$ cat src/rtl/wrap_ctl_pkg.sv
package wrap_ctl_pkg;

    typedef enum logic [2:0] {
        M_BYPASS   = 3'd0,
        M_EXTEST   = 3'd1,
        M_PRELOAD  = 3'd2,
        M_CLAMP    = 3'd3,
        M_SAFE     = 3'd4,
        M_CORETEST = 3'd5
    } wmode_e;

    typedef enum logic [1:0] {
        RT_BYP = 2'd0,
        RT_BND = 2'd1,
        RT_CDR = 2'd2
    } route_e;

    localparam logic [1:0] OSRC_FUNC = 2'b00;
    localparam logic [1:0] OSRC_BND  = 2'b01;
    localparam logic [1:0] OSRC_SAFE = 2'b10;

    localparam int unsigned CODE_BYPASS   = 0;
    localparam int unsigned CODE_EXTEST   = 1;
    localparam int unsigned CODE_PRELOAD  = 2;
    localparam int unsigned CODE_CLAMP    = 3;
    localparam int unsigned CODE_SAFE     = 4;
    localparam int unsigned CODE_CORETEST = 5;

endpackage

$ cat src/rtl/wrap_ir_reg.sv
module wrap_ir_reg #(
    parameter int unsigned IR_W = 3
) (
    input  logic            tck,
    input  logic            rst_n,
    input  logic            sel_ir,
    input  logic            shift_en,
    input  logic            capture_en,
    input  logic            si,
    output logic [IR_W-1:0] sr_q,
    output logic            sr_lsb
);

    localparam logic [IR_W-1:0] CAP_PATTERN = IR_W'(2'b01);

    always_ff @(posedge tck or negedge rst_n) begin
        if (!rst_n) begin
            sr_q <= '0;
        end else if (sel_ir && capture_en) begin
            sr_q <= CAP_PATTERN;
        end else if (sel_ir && shift_en) begin
            sr_q <= {si, sr_q[IR_W-1:1]};
        end
    end

    assign sr_lsb = sr_q[0];

    // capture leaves 01 in the low bits
    p_capture_pattern_r3: assert property (@(posedge tck) disable iff (!rst_n)
        (sel_ir && capture_en) |=> (sr_q[1:0] == 2'b01));

    // a shift moves the serial input into the MSB
    p_shift_in_msb_r2: assert property (@(posedge tck) disable iff (!rst_n)
        (sel_ir && shift_en && !capture_en) |=> (sr_q[IR_W-1] == $past(si)));

endmodule

$ cat src/rtl/wrap_bypass_reg.sv
module wrap_bypass_reg (
    input  logic tck,
    input  logic rst_n,
    input  logic dr_path,
    input  logic shift_en,
    input  logic capture_en,
    input  logic si,
    output logic q
);

    always_ff @(posedge tck or negedge rst_n) begin
        if (!rst_n) begin
            q <= 1'b0;
        end else if (dr_path && capture_en) begin
            q <= 1'b0;
        end else if (dr_path && shift_en) begin
            q <= si;
        end
    end

    // one-bit delay from serial in
    p_bypass_delay_r5: assert property (@(posedge tck) disable iff (!rst_n)
        (dr_path && shift_en && !capture_en) |=> (q == $past(si)));

    // capture clears the bypass bit
    p_bypass_capture_r5: assert property (@(posedge tck) disable iff (!rst_n)
        (dr_path && capture_en) |=> !q);

endmodule

$ cat src/rtl/wrap_mode_fsm.sv
module wrap_mode_fsm
    import wrap_ctl_pkg::*;
#(
    parameter int unsigned IR_W = 3
) (
    input  logic            tck,
    input  logic            rst_n,
    input  logic            sel_ir,
    input  logic            update_en,
    input  logic            shift_en,
    input  logic [IR_W-1:0] code,
    output wmode_e          state,
    output route_e          route,
    output logic [1:0]      out_src,
    output logic            core_in_src,
    output logic            core_safe,
    output logic            bnd_upd_ok
);

    wmode_e next_state;

    // decode of the shift stage, used by transition T_LOAD
    always_comb begin
        if      (code == IR_W'(CODE_EXTEST))   next_state = M_EXTEST;
        else if (code == IR_W'(CODE_PRELOAD))  next_state = M_PRELOAD;
        else if (code == IR_W'(CODE_CLAMP))    next_state = M_CLAMP;
        else if (code == IR_W'(CODE_SAFE))     next_state = M_SAFE;
        else if (code == IR_W'(CODE_CORETEST)) next_state = M_CORETEST;
        else                                   next_state = M_BYPASS;
    end

    always_ff @(posedge tck or negedge rst_n) begin
        if (!rst_n) begin
            state <= M_BYPASS;
        end else if (sel_ir && update_en) begin
            state <= next_state;
        end
    end

    always_comb begin
        route       = RT_BYP;
        out_src     = OSRC_FUNC;
        core_in_src = 1'b0;
        core_safe   = 1'b0;
        bnd_upd_ok  = 1'b0;
        unique case (state)
            M_BYPASS: begin
            end
            M_EXTEST: begin
                route      = RT_BND;
                out_src    = OSRC_BND;
                core_safe  = 1'b1;
                bnd_upd_ok = 1'b1;
            end
            M_PRELOAD: begin
                route      = RT_BND;
                bnd_upd_ok = 1'b1;
            end
            M_CLAMP: begin
                out_src   = OSRC_BND;
                core_safe = 1'b1;
            end
            M_SAFE: begin
                out_src   = OSRC_SAFE;
                core_safe = 1'b1;
            end
            M_CORETEST: begin
                route       = RT_CDR;
                out_src     = OSRC_SAFE;
                core_in_src = 1'b1;
            end
            default: begin
            end
        endcase
    end

    // modes hold through instruction shifts
    p_mode_hold_shift_r4: assert property (@(posedge tck) disable iff (!rst_n)
        (sel_ir && shift_en && !update_en) |=> ($stable(out_src) && $stable(core_safe)
                                                && $stable(core_in_src)));

    // data-path activity never changes the mode
    p_mode_hold_dr_r4: assert property (@(posedge tck) disable iff (!rst_n)
        !sel_ir |=> $stable(state));

    // clamp keeps the boundary update stage frozen
    p_clamp_frozen_r8: assert property (@(posedge tck) disable iff (!rst_n)
        (state == M_CLAMP) |-> (!bnd_upd_ok && route == RT_BYP));

endmodule

$ cat src/rtl/core_wrap_ctrl.sv
module core_wrap_ctrl
    import wrap_ctl_pkg::*;
#(
    parameter int unsigned IR_W = 3
) (
    input  logic       tck,
    input  logic       rst_n,
    input  logic       sel_ir,
    input  logic       shift_en,
    input  logic       capture_en,
    input  logic       update_en,
    input  logic       si,
    output logic       so,
    input  logic       bnd_so,
    input  logic       cdr_so,
    output logic       bnd_shift,
    output logic       bnd_capture,
    output logic       bnd_update,
    output logic       cdr_shift,
    output logic       cdr_capture,
    output logic       cdr_update,
    output logic [1:0] out_src,
    output logic       core_in_src,
    output logic       core_safe
);

    generate
        if (IR_W < 3) begin : g_bad_width
            initial $error("IR_W must be at least 3");
        end
    endgenerate

    logic [IR_W-1:0] ir_sr;
    logic            ir_lsb;
    logic            byp_q;
    logic            dr_path;
    logic            bnd_sel;
    logic            cdr_sel;
    logic            bnd_upd_ok;
    wmode_e          state;
    route_e          route;

    assign dr_path = !sel_ir;

    wrap_ir_reg #(.IR_W(IR_W)) u_ir (
        .tck        (tck),
        .rst_n      (rst_n),
        .sel_ir     (sel_ir),
        .shift_en   (shift_en),
        .capture_en (capture_en),
        .si         (si),
        .sr_q       (ir_sr),
        .sr_lsb     (ir_lsb)
    );

    wrap_bypass_reg u_byp (
        .tck        (tck),
        .rst_n      (rst_n),
        .dr_path    (dr_path),
        .shift_en   (shift_en),
        .capture_en (capture_en),
        .si         (si),
        .q          (byp_q)
    );

    wrap_mode_fsm #(.IR_W(IR_W)) u_fsm (
        .tck         (tck),
        .rst_n       (rst_n),
        .sel_ir      (sel_ir),
        .update_en   (update_en),
        .shift_en    (shift_en),
        .code        (ir_sr),
        .state       (state),
        .route       (route),
        .out_src     (out_src),
        .core_in_src (core_in_src),
        .core_safe   (core_safe),
        .bnd_upd_ok  (bnd_upd_ok)
    );

    assign bnd_sel = dr_path && (route == RT_BND);
    assign cdr_sel = dr_path && (route == RT_CDR);

    assign bnd_shift   = bnd_sel && shift_en;
    assign bnd_capture = bnd_sel && capture_en;
    assign bnd_update  = bnd_sel && bnd_upd_ok && update_en;
    assign cdr_shift   = cdr_sel && shift_en;
    assign cdr_capture = cdr_sel && capture_en;
    assign cdr_update  = cdr_sel && update_en;

    always_comb begin
        if (sel_ir) begin
            so = ir_lsb;
        end else begin
            unique case (route)
                RT_BND:  so = bnd_so;
                RT_CDR:  so = cdr_so;
                default: so = byp_q;
            endcase
        end
    end

    // no data-register operation on the instruction path
    p_no_dr_ops_r12: assert property (@(posedge tck) disable iff (!rst_n)
        sel_ir |-> !(bnd_shift || bnd_capture || bnd_update
                     || cdr_shift || cdr_capture || cdr_update));

    // the two external registers are never both enabled
    p_single_dr_r12: assert property (@(posedge tck) disable iff (!rst_n)
        $onehot0({bnd_shift || bnd_capture || bnd_update,
                  cdr_shift || cdr_capture || cdr_update}));

    // safe-state outputs never take boundary data
    p_safe_no_bnd_r9: assert property (@(posedge tck) disable iff (!rst_n)
        (out_src == 2'b10 && !core_in_src) |-> !(bnd_shift || bnd_update || bnd_capture));

endmodule

$ cat config.mk
export PLATFORM = sky130hd
export DESIGN_NAME = core_wrap_ctrl
export DESIGN_NICKNAME = d
export VERILOG_FILES = /design/src/rtl/wrap_ctl_pkg.sv /design/src/rtl/wrap_ir_reg.sv /design/src/rtl/wrap_bypass_reg.sv /design/src/rtl/wrap_mode_fsm.sv /design/src/rtl/core_wrap_ctrl.sv
export SDC_FILE = /design/constraint.sdc
export NUM_CORES = 1
export LEC_CHECK = 0
export ABC_AREA = 1
export BUFFER_PORTS_ARGS = -buffer_cell sky130_fd_sc_hd__buf_2
export CAP_MARGIN = 10
export CORE_AREA = 2 2 39 41
export DETAILED_ROUTE_END_ITERATION = 10
export DIE_AREA = 0 0 41 43
export PLACE_DENSITY = 0.68
export SYNTH_ARGS = -nofsm -noshare
export SYNTH_HDL_FRONTEND = slang
export SYNTH_SLANG_ARGS = --single-unit
$ cat constraint.sdc
create_clock -name tck -period 1.3 [get_ports tck]
set_input_delay 0.325 -clock tck [delete_from_list [all_inputs] [get_ports tck]]
set_output_delay 0.325 -clock tck [all_outputs]
set_load 0.01 [all_outputs]
==> results of run 1 <==
## cell families after synthesis
kind of cell    count (synthesis)  synth area share (%)
compound gates                 10                  15.4
buf+inv                        13                  11.1
flops                           7                  39.9
simple gates                   35                  33.6
## routing by layer
layer	part of all wire, %	vias up	wire (µm)
met5	0	-	0
li1	-	272	-
met4	0	0	0
met2	53	12	590
met3	3.2	0	36
met1	44	242	487
## layout by cell type (no fill, tap or decap)
cell type | netlist | routed
a21oi_4 | 1 | 1
nand4_1 | 1 | 1
nor2_2 | 0 | 1
nand2_1 | 12 | 11
dfrtp_1 | 7 | 6
dfrtp_2 | 0 | 1
a21oi_2 | 1 | 1
clkbuf_4 | 0 | 3
nor2_1 | 11 | 9
inv_1 | 12 | 8
a22oi_1 | 1 | 1
nand3_1 | 10 | 7
buf_4 | 0 | 7
o21ai_0 | 7 | 7
clkinv_2 | 0 | 1
nor3_2 | 0 | 1
dlygate4sd3_1 | 0 | 1
buf_6 | 0 | 2
nor2_4 | 0 | 1
nand2_2 | 0 | 1
inv_2 | 1 | 5
buf_2 | 0 | 18
nand3_2 | 0 | 3
## registers in the layout (all words and copies together), names as in the netlist
register	count
u_fsm.state	3
u_ir.sr_q	3
u_byp.q	1
## power groups by stage
stage | Clock [mW] | Combinational, mW | Sequential (mW)
6_report | 0.199 | 0.266 | 0.268
5_1_grt | 0.211 | 0.299 | 0.272
4_1_cts | 0.205 | 0.260 | 0.266
3_5_place_dp | 0 | 0.225 | 0.265
3_3_place_gp | 0 | 0.223 | 0.263
2_1_floorplan | 0 | 0.122 | 0.262
## critical path, stage by stage, from the launching register on
cell and delay, ns:
dfrtp_2 0.45, inv_2 0.08, nand3_2 0.07, nand2_1 0.10, nand2_2 0.08, nor2_1 0.09
buf_2 0.13
## path summary, 6_finish.rpt
kind / start / end / slack, ns
max: u_fsm.state[0] / bnd_update / -0.28
min: capture_en / u_ir.sr_q[0] / 0.36
max reg2reg: u_fsm.state[1] / u_fsm.state[1] / 0.44
min reg2reg: u_ir.sr_q[2] / u_fsm.state[2] / 0.54
max in group asynchronous: rst_n / u_fsm.state[0] / 0.70
min in group asynchronous: rst_n / u_ir.sr_q[2] / 0.43
## cell type report
cell class              instances  share of cell area, %
clock inverters                 1                  0.719
flip-flops and latches          7                   25.4
repair buffers                 28                   25.2
inverters                      13                   7.01
well taps                      16                   2.88
clock buffers                   3                   3.24
multi-input cells              45                   35.6
## repair_timing
action | in CTS | in global routing
buffers inserted | 2 | 0
pin swaps | 1 | 1
hold buffers | 1 | 0
setup endpoints to repair | 11 | 11
gates cloned | 0 | 0
resized for setup | 12 | 3
endpoints found under the hold margin | 7 | 0
==> results.txt, run 1 <==
Worst path required time - 0.98 ns
Reg2reg path depth - 4
Relative slew slack - 88.9%
Fillcell total - 149
Violated checks - negative setup slack
I/O Buffers - 19
Setup TNS - -2.29 ns
Post-Synthesis Cells - 65
Vias per cell - 4.65
DRC Markers - 0
Unique masters post-synth - 12
Synth Flop Type - dfrtp_1
CP Capture Type - output port
Critical path type - flop to output port
Share of the synthesized area in the top cell type - 39.9%
Area contributors post-synth - dfrtp_1 40%, nand3_1 11%, inv_1 10%, nand2_1 10%, nor2_1 9.4%
# setup viols final - 11
Total gr overflow - 0
Number of flops mapped to enable cells by yosys - 0
Row count - 14
RSZ-0062 raised after global routing - yes
Post-layout util - 50.3%
Total GRT Usage - 14.0%
Cell Pwr Density - 1050 nW/µm²
Share of layout cells above drive strength 1 - 47.4%
Internal power - 0.479 mW
Largest net degree at the start of global routing - 8
Flop and latch count out of synthesis - 7
Layer with the highest usage - met2
DIE HEIGHT - 43 µm
DP Area - 599 µm²
Tmin final - 1.58 ns
Core region area - 1380 µm²
Met2 usage - 22.2%
DIE AREA - 1760 µm²
Worst skew pair latency - 0.26 ns
Pre-CTS setup slack - -0.00516 ns
Post-synth top cells - 12 x inv_1, 12 x nand2_1, 11 x nor2_1
Die X - 41 µm
Syn_nets - 74
P_sw - 0.254 mW
Number of global-route vias before repair - 449
Antenna diodes - 0
Measured slew at the worst slew-check pin - 0.164 ns
CTS buffer count - 3
WL/cell - 9.86 µm
Pleak - 0.388 nW
Clk root buf - clkbuf_4
CP startpoint kind - flop
Final Instance Area - 696 µm²
WHS - 0.357 ns
Final setup margin - -0.285 ns
Ys async rst share - 100%
ANT nets after route - 0
Reg power frac - 36.6%
Hold depth - 3
Clk sink count - 7
Clk buf depth - 2
Final period utilization - 122%
Final WL - 1110 µm
Global-route wire length before repair - 1660 µm
CTS tree - built
Drt pass-1 iters - 4
Multi-input logic area - 248 µm²
Dpl cells - 106
Max Slew Vio Count - 0
GR Util met3 - 4.71%
Combinational share of power - 36.3%
GP Congestion - 0.756
Max H-tree Level - 1
Status - complete, but fails checks
VDD IR-drop max - 0.552 mV
Met1 Track Usage GR - 17.4%
Mapped cell area - 439 µm²
Max-cap violations - 0
Yosys top cell by area - dfrtp_1
Synth-to-layout area growth - 58.4%
Final hold vios - 0
Final std cells w/o fill - 113
Sw Ratio - 34.7%
Ports - 20
Hpwl dp - 835 µm
Initial Utilization - 31.7%
Setup Skew - 0.0110 ns
F_max - 631 MHz
Total Power - 0.733 mW
Sequential element share of the synthesized area - 39.9%
Worst-path maximum fanout - 6
Area occupied by registers - 176 µm²
Initial DRC count - 18
Via count - 526
Final nets - 107
Mapped Avg Cell Area - 6.76 µm²
Synthesis Warnings - 0
Initial antenna violation count - 0
Clock-pin slew on the worst setup and hold paths - 0.06 ns
Worst EP arrival - 1.26 ns
Clk pwr share - 27.2%
Hold Crit Class - primary input to flop
No activity file was read; power rests on OpenSTA's default activity.
==> run 2, diff against run 1 <==
--- a/config.mk
+++ b/config.mk
@@ -11,7 +11,7 @@
 export CORE_AREA = 2 2 39 41
 export DETAILED_ROUTE_END_ITERATION = 10
 export DIE_AREA = 0 0 41 43
-export PLACE_DENSITY = 0.68
+export PLACE_DENSITY_LB_ADDON = 0.05
 export SYNTH_ARGS = -nofsm -noshare
 export SYNTH_HDL_FRONTEND = slang
 export SYNTH_SLANG_ARGS = --single-unit
==> results.txt, run 2 (same netlist as run 1, synthesis figures left out) <==
Status - complete, but fails checks (unchanged)
Violated checks - negative setup slack (unchanged)
VDD IR-drop max - 0.608 mV (was 0.552 mV)
F_max - 642 MHz (was 631 MHz)
DIE HEIGHT - 43 µm (unchanged)
Vias per cell - 4.59 (was 4.65)
Max-cap violations - 0 (unchanged)
Initial antenna violation count - 0 (unchanged)
CTS tree - built (unchanged)
Die X - 41 µm (unchanged)
DIE AREA - 1760 µm² (unchanged)
Worst skew pair latency - 0.24 ns (was 0.26 ns)
ANT nets after route - 0 (unchanged)
Final nets - 109 (was 107)
Final std cells w/o fill - 115 (was 113)
Number of global-route vias before repair - 479 (was 449)
WHS - 0.368 ns (was 0.357 ns)
Pleak - 0.399 nW (was 0.388 nW)
Tmin final - 1.56 ns (was 1.58 ns)
Global-route wire length before repair - 1920 µm (was 1660 µm)
DRC Markers - 0 (unchanged)
Initial DRC count - 10 (was 18)
Reg-to-Reg Start - u_fsm.state[1] (unchanged)
Critical path launch point - u_fsm.state[0] (unchanged)
Total GRT Usage - 16.0% (was 14.0%)
# setup viols final - 11 (unchanged)
Worst setup path endpoint - so (was bnd_update)
Commonest non-fill, non-tap cell in the layout - buf_2 (unchanged)
CP Capture Type - output port (unchanged)
Reg2reg path depth - 5 (was 4)
Drt pass-1 iters - 4 (unchanged)
GP Congestion - 0.703 (was 0.756)
Total gr overflow - 0 (unchanged)
Final setup margin - -0.259 ns (was -0.285 ns)
Via count - 528 (was 526)
Reg2reg setup slack - 0.32 ns (was 0.44 ns)
Row count - 14 (unchanged)
Core region area - 1380 µm² (unchanged)
Clock-pin slew on the worst setup and hold paths - 0.05 ns (was 0.06 ns)
Critical hold path startpoint - capture_en (unchanged)
Largest net degree at the start of global routing - 8 (unchanged)
Clk sink count - 7 (unchanged)
CTS buffer count - 3 (unchanged)
Final hold vios - 0 (unchanged)
CP startpoint kind - flop (unchanged)
Max Slew Vio Count - 0 (unchanged)
Synth-to-layout area growth - 66.4% (was 58.4%)
Initial Utilization - 31.7% (unchanged)
RSZ-0062 raised after global routing - yes (unchanged)
Hold Crit Class - primary input to flop (unchanged)
Measured slew at the worst slew-check pin - 0.235 ns (was 0.164 ns)
Max H-tree Level - 1 (unchanged)
Worst EP arrival - 1.23 ns (was 1.26 ns)
Setup TNS - -1.91 ns (was -2.29 ns)
WL/cell - 9.55 µm (was 9.86 µm)
Final period utilization - 120% (was 122%)
Final WL - 1100 µm (was 1110 µm)
Crit Reg-Reg Endpoint - u_fsm.state[1] (unchanged)
Share of layout cells above drive strength 1 - 50.5% (was 47.4%)
Worst path required time - 0.98 ns (about the same)
Clk buf depth - 2 (unchanged)
Worst-path maximum fanout - 6 (unchanged)
Hpwl dp - 877 µm (was 835 µm)
Regs by FF count - u_fsm.state (3), u_ir.sr_q (3), u_byp.q (1) (unchanged)
Antenna diodes - 0 (unchanged)
Setup Skew - 0.00280 ns (was 0.0110 ns)
Total Power - 0.752 mW (was 0.733 mW)
Cell Pwr Density - 1030 nW/µm² (was 1050 nW/µm²)
Relative slew slack - 84.3% (was 88.9%)
Dpl cells - 107 (was 106)
Critical path type - flop to output port (unchanged)
I/O Buffers - 19 (unchanged)
Ports - 20 (unchanged)
Most frequent cells in the layout - 18 x buf_2, 10 x nand2_1, 10 x buf_4 (was 18 x buf_2, 11 x nand2_1, 9 x nor2_1)
Post-layout util - 52.8% (was 50.3%)
Clk root buf - clkbuf_4 (unchanged)
run 2: cell types whose count changed in the layout (fill, tap and decap cells not counted), moves of 2 or more:
cell / change
nand2_4: +2
buf_4: +3
nor2_2: +2
nor2_1: -2
run 2: final cells by class:
type	count	area, µm²
multi-input combinational	45	273
sequential	7	176
clock buffer	4	26.3
inverter	13	48.8
timing repair buffer	30	186
tap	16	20.0
fill	155	653
run 2: repair_timing:
| item | CTS | global route |
|---|---|---|
| hold buffers | 1 | 0 |
| endpoints found under the setup margin | 11 | 11 |
| pin swaps | 4 | 3 |
| buffers inserted | 2 | 1 |
| gates resized for setup | 14 | 6 |
| endpoints found under the hold margin | 7 | 0 |
| cloned | 0 | 0 |
run 2: how the worst min path moves through the flow:
| stage | endpoint | slack, ns | cells after the start |
|---|---|---|---|
| 2_1_floorplan | u_byp.q | 0.03 | 0 |
| 3_3_place_gp | u_ir.sr_q[1] | 0.17 | 1 |
| 3_5_place_dp | u_ir.sr_q[2] | 0.17 | 1 |
| 4_1_cts | u_ir.sr_q[0] | 0.36 | 3 |
| 5_1_grt | u_ir.sr_q[0] | 0.39 | 3 |
| 6_report | u_ir.sr_q[0] | 0.37 | 3 |
run 2: where the power goes:
part           switching, mW  leakage, nW  internal (mW)
Combinational          0.157        0.295          0.138
Clock                 0.0730       0.0150          0.117
Sequential            0.0234       0.0882          0.244
run 2: metrics by stage:
step	setup WS, ns	instance area [µm²]
after CTS	-0.250	698
after floorplan	0.0425	439
after global routing	-0.331	731
after detailed placement	-0.0216	607
after global placement	-0.0123	607
final	-0.259	731
run 2: worst max-delay path, cell delays in order (launching register included):
cell and delay [ns]:
dfrtp_2 0.44, inv_2 0.09, nand3_4 0.08, nand3_2 0.06, nand2_1 0.05, nor2_1 0.08, nand2_1 0.05, buf_2 0.13
run 2: routing by layer:
layer  vias to the layer above  routed length [µm]  GRT usage (%)  part of all wire (%)
met5                         -                   0              0                     0
met4                         0                   7           6.00                  0.64
met3                         2                  36           4.71                   3.3
met2                         8                 557           23.8                    51
met1                       240                 498           21.3                    45
li1                        278                   -              -                     -
